===== config.mk =====
export PLATFORM = sky130hd
export DESIGN_NAME = piso_chain
export DESIGN_NICKNAME = d
export VERILOG_FILES = /design/src/rtl/piso_pkg.sv /design/src/rtl/piso_sync.sv /design/src/rtl/piso_edge.sv /design/src/rtl/piso_section.sv /design/src/rtl/piso_chain.sv
export SDC_FILE = /design/constraint.sdc
export NUM_CORES = 1
export LEC_CHECK = 0
export BUFFER_PORTS_ARGS = -buffer_cell sky130_fd_sc_hd__buf_2
export CAP_MARGIN = 20
export CORE_UTILIZATION = 40
export CTS_BUF_LIST = sky130_fd_sc_hd__clkbuf_4 sky130_fd_sc_hd__clkbuf_8 sky130_fd_sc_hd__clkbuf_16
export DETAILED_ROUTE_END_ITERATION = 12
export HOLD_SLACK_MARGIN = 0.12
export PLACE_DENSITY = 0.71
export SYNTH_ARGS = -nofsm -noshare
export SYNTH_HDL_FRONTEND = slang
export SYNTH_SLANG_ARGS = --single-unit

===== constraint.sdc =====
create_clock -name clk -period 3.4 [get_ports clk]
set_clock_uncertainty 0.1 [all_clocks]
set_input_delay 0.51 -clock clk [delete_from_list [all_inputs] [get_ports clk]]
set_output_delay 0.51 -clock clk [all_outputs]
set_load 0.02 [all_outputs]

===== src/rtl/piso_pkg.sv =====
package piso_pkg;

    localparam int SECT_W = 8;

    typedef logic [SECT_W-1:0] stage_t;

    // Control pins bundled for synchronisation
    typedef struct packed {
        logic load_n;
        logic clk_a;
        logic clk_b;
        logic ser;
    } ctl_t;

    localparam int CTL_W = $bits(ctl_t);

    // Idle values: load inactive, clocks low, serial low
    localparam ctl_t CTL_IDLE = '{load_n: 1'b1, clk_a: 1'b0, clk_b: 1'b0, ser: 1'b0};

    function automatic stage_t shift_in(stage_t s, logic d);
        return {s[SECT_W-2:0], d};
    endfunction

endpackage


===== src/rtl/piso_sync.sv =====
module piso_sync
    import piso_pkg::*;
(
    input  logic clk,
    input  logic rst,
    input  ctl_t d_i,
    output ctl_t q_o
);
    ctl_t meta_q;

    always_ff @(posedge clk) begin
        if (rst) begin
            meta_q <= CTL_IDLE;
            q_o    <= CTL_IDLE;
        end else begin
            meta_q <= d_i;
            q_o    <= meta_q;
        end
    end
endmodule


===== src/rtl/piso_edge.sv =====
module piso_edge
    import piso_pkg::*;
(
    input  logic clk,
    input  logic rst,
    input  ctl_t ctl_i,
    output logic load_o,
    output logic shift_o
);
    logic comb_clk;
    logic prev_q;

    assign comb_clk = ctl_i.clk_a | ctl_i.clk_b;
    assign load_o   = ~ctl_i.load_n;
    // Shift only on a rising edge of the combined clock, and only when not loading
    assign shift_o  = comb_clk & ~prev_q & ctl_i.load_n;

    always_ff @(posedge clk) begin
        if (rst) prev_q <= 1'b0;
        else     prev_q <= comb_clk;
    end

    // one edge gives one pulse
    assert_single_pulse_R10: assert property (@(posedge clk) disable iff (rst)
        shift_o |=> !shift_o);
endmodule


===== src/rtl/piso_section.sv =====
module piso_section
    import piso_pkg::*;
(
    input  logic   clk,
    input  logic   rst,
    input  logic   load_i,
    input  logic   shift_i,
    input  stage_t par_i,
    input  logic   din_i,
    output stage_t stage_o
);
    always_ff @(posedge clk) begin
        if (rst)          stage_o <= '0;
        else if (load_i)  stage_o <= par_i;
        else if (shift_i) stage_o <= shift_in(stage_o, din_i);
    end

    assert_load_follows_R2: assert property (@(posedge clk) disable iff (rst)
        load_i |=> stage_o == $past(par_i));

    assert_shift_moves_R3: assert property (@(posedge clk) disable iff (rst)
        (!load_i && shift_i) |=> stage_o == {$past(stage_o[SECT_W-2:0]), $past(din_i)});

    assert_hold_stable_R4: assert property (@(posedge clk) disable iff (rst)
        (!load_i && !shift_i) |=> $stable(stage_o));
endmodule


===== src/rtl/piso_chain.sv =====
module piso_chain
    import piso_pkg::*;
#(
    parameter int N = 2
) (
    input  logic            clk,
    input  logic            rst,
    input  logic            load_n_i,
    input  logic            sclk_a_i,
    input  logic            sclk_b_i,
    input  logic            ser_i,
    input  logic [8*N-1:0]  par_i,
    output logic            ser_o,
    output logic            ser_n_o
);
    localparam int TOTAL = SECT_W * N;

    ctl_t   ctl_raw, ctl_s;
    logic   load, shift;
    stage_t stages [N];

    assign ctl_raw = '{load_n: load_n_i, clk_a: sclk_a_i, clk_b: sclk_b_i, ser: ser_i};

    piso_sync u_sync (
        .clk (clk),
        .rst (rst),
        .d_i (ctl_raw),
        .q_o (ctl_s)
    );

    piso_edge u_edge (
        .clk     (clk),
        .rst     (rst),
        .ctl_i   (ctl_s),
        .load_o  (load),
        .shift_o (shift)
    );

    for (genvar k = 0; k < N; k++) begin : g_sect
        logic din;
        if (k == 0) begin : g_head
            assign din = ctl_s.ser;
        end else begin : g_link
            assign din = stages[k-1][SECT_W-1];
        end

        piso_section u_sect (
            .clk     (clk),
            .rst     (rst),
            .load_i  (load),
            .shift_i (shift),
            .par_i   (par_i[k*SECT_W +: SECT_W]),
            .din_i   (din),
            .stage_o (stages[k])
        );
    end

    assign ser_o   = stages[N-1][SECT_W-1];
    assign ser_n_o = ~stages[N-1][SECT_W-1];

    // after a load the serial output presents the top bit of the parallel word
    assert_top_bit_first_R9: assert property (@(posedge clk) disable iff (rst)
        load |=> ser_o == $past(par_i[TOTAL-1]));
endmodule


==> reports/results.tsv <==
stage	metric	value	unit
sta	WHS	0.266	ns
die	core area	0.00248	sq mm
synth	leading area contributor after synthesis	dfxtp_1	
synth	Post-synth ARST share	0	
layout	antenna cell count	0	
detailed_routing	DRT iter0 DRCs	5	
placement	Placer Congestion	0.696	
synth	Synth Register Bits	25	
critical_path	slowest stage delay, CP	0.66	ns
cts	cts bufs inserted	3	
flow_run	max_cap viols	0	
cts	CTS clk-pin slew, worst paths	0.14	ns
synth	Post-synth EDFFs	0	
sta	setup total negative slack	0	ns
die	# rows	18	
global_routing	largest net degree at the start of global routing	33	
outcome	status	complete, no violations	
detailed_routing	remaining antenna violation count	0	
power	leakage	0.000442	uW
die	Chip Width	53.4	microns
global_routing	number of antenna violations at the first check in global routing	0	
layout	Filler cells	247	
layout	P&R area growth vs syn	14.6	%
detailed_routing	final WL	1800	microns
critical_path	Setup crit end kind	register	
cts	post-CTS setup buffers	0	
synth	Synth top area share	0.474	
cts	Post-CTS Resized	0	
synth	syn_nets	132	
critical_path	CP arrival	1.83	ns
sta	RSZ-0062 raised after global routing	no	
sta	Setup WS post-layout	1.70	ns
cts	clock sink count	25	
sta	Slew headroom	0.496	
placement	post-DP HPWL	1180	microns
synth	yosys warns	0	
cts	CTS tree	yes	
detailed_routing	Via Count	811	
synth	Avg Synthesized Cell Area	9.59	sq um
sta	Worst Tran Pin Value	0.756	ns
cts	Clock Tree Buf Depth	2	
detailed_routing	Avg WL per Cell	11.3	microns
cts	post-cts hold buffer count	0	
power	Tot Pwr	519	uW
global_routing	first-pass GRT wire length	2770	microns
synth	top post-synthesis cells by count	dfxtp_1, nand2_1, nor2_1, a311oi_2, nand2_2	
layout	nets	153	
sta	Final Max Tran Viols	0	
synth	most numerous cell in the Yosys netlist	dfxtp_1	
layout	layout cells sized above 1	0.377	
sta	fin crit period	1.70	ns
critical_path	CP Max Fanout	16	
synth	synth top area cells	dfxtp_1, a311oi_2, nand2_1	
power	maximum vdd drop	0.267	mV
synth	dominant synthesized flop cell	dfxtp_1	
die	Ports	24	
die	Starting Density	0.426	
sta	Hold Vio Cnt, Final	0	
critical_path	crit-path cells	o21ba_1 -> nand2_1 -> a311oi_1	
detailed_routing	router iterations before antenna repair	5	
global_routing	vias in the first global route	669	
sta	FMAX	588	MHz
critical_path	slowest CP cell	o21ba_1	
critical_path	crit path kind	register to register	
global_routing	Total Routing Usage GR	0.134	
synth	Mapped Cells	110	
cts	Root Driver	clkbuf_4	
sta	endpoints failing setup	0	
global_routing	grt ovf	0	
synth	Netlist cell types	16	
power	PwrDens	429	mW/mm^2
cts	htree depth	1	
critical_path	CP Launch Type	register	
sta	period utilisation layout	0.500	
detailed_routing	Via density	5.07	
die	Die ar.	0.00285	sq mm
cts	worst skew pair latency	0.32	ns
critical_path	CP required	3.53	ns
worst_hold_path	hold crit path type	input pin to register	
detailed_routing	post-route DRC violation count	0	
synth	register area share after synthesis	0.474	
placement	IO buf count	23	
die	die height	53.4	microns
placement	Setup WS pre-CTS	1.67	ns
synth	Post-Synthesis Cell Area	0.00105	sq mm
## worst paths after layout
check / start / endpoint / slack, ns / cells after the start
max: u_sync.q_o[1]$_SDFF_PP0_ / g_sect[0].u_sect.stage_o[1]$_SDFFE_PP0P_ / 1.70 / 3
max reg2reg: u_sync.q_o[1]$_SDFF_PP0_ / g_sect[0].u_sect.stage_o[1]$_SDFFE_PP0P_ / 1.70 / 3
min reg2reg: u_sync.meta_q[3]$_SDFF_PP1_ / u_sync.q_o[3]$_SDFF_PP1_ / 0.32 / 1
min: load_n_i / u_sync.meta_q[3]$_SDFF_PP1_ / 0.27 / 2
## cell families (layout without fill, tap and decap cells)
kind of cell    Yosys count  after routing  synth area share
buf+inv                   9             29            0.0569
compound gates           18             18             0.219
simple gates             58             58             0.249
flops                    25             25             0.474
## metal layers
layer / track usage / routed length, microns / vias to the layer above
met2: 0.217 / 793 / 27
met1: 0.174 / 897 / 373
met3: 0.0287 / 111 / 0
met5: 0 / 0 / -
met4: 0.0395 / 0 / 0
li1: - / - / 411
## cell type report
cell class                 instances  area (sq um)  area share
clock buffer                       3          22.5      0.0186
tap                               30          37.5      0.0311
clock inverter                     1          7.51     0.00621
multi-input combinational         76           494       0.409
inverter                           1          3.75     0.00311
sequential                        25           500       0.414
timing repair buffer              24           143       0.118
## critical path, delay by kind of cell, from the launching register on
family | cells | cell delay (ns)
AOI/OAI and AO/OA | 2 | 0.96
DFF | 1 | 0.42
and+or+nand+nor | 1 | 0.13
## metrics by stage
step	util	instance area (sq um)	cells
6_report	0.488	1210	160
3_5_place_dp	0.465	1150	155
5_1_grt	0.488	1210	160
2_1_floorplan	-	1050	110
4_1_cts	0.477	1180	159
3_3_place_gp	0.465	1150	155
## layout by cell type, fill, tap and decap left out, drive strengths merged
master | Yosys | layout
nor2 | 18 | 18
nand2 | 32 | 32
o21ba | 1 | 1
buf | 5 | 24
or2 | 2 | 2
nor2b | 6 | 6
inv | 1 | 1
dfxtp | 25 | 25
clkinvlp | 0 | 1
o21bai | 1 | 1
clkbuf | 3 | 3
a311oi | 16 | 16
## report_power, final
group | switching, uW | total (uW) | internal (uW)
clock | 91.2 | 136 | 44.9
sequential | 10.8 | 320 | 309
combinational | 33.0 | 62.4 | 29.4
total | 135 | 519 | 384
## registers in the layout, summed over array words and instances, names as in the netlist
name                   cells
u_sync.meta_q              4
u_edge.prev_q              1
g_sect.u_sect.stage_o     16
u_sync.q_o                 4
Note: power is estimated with default switching activity, not from simulation.
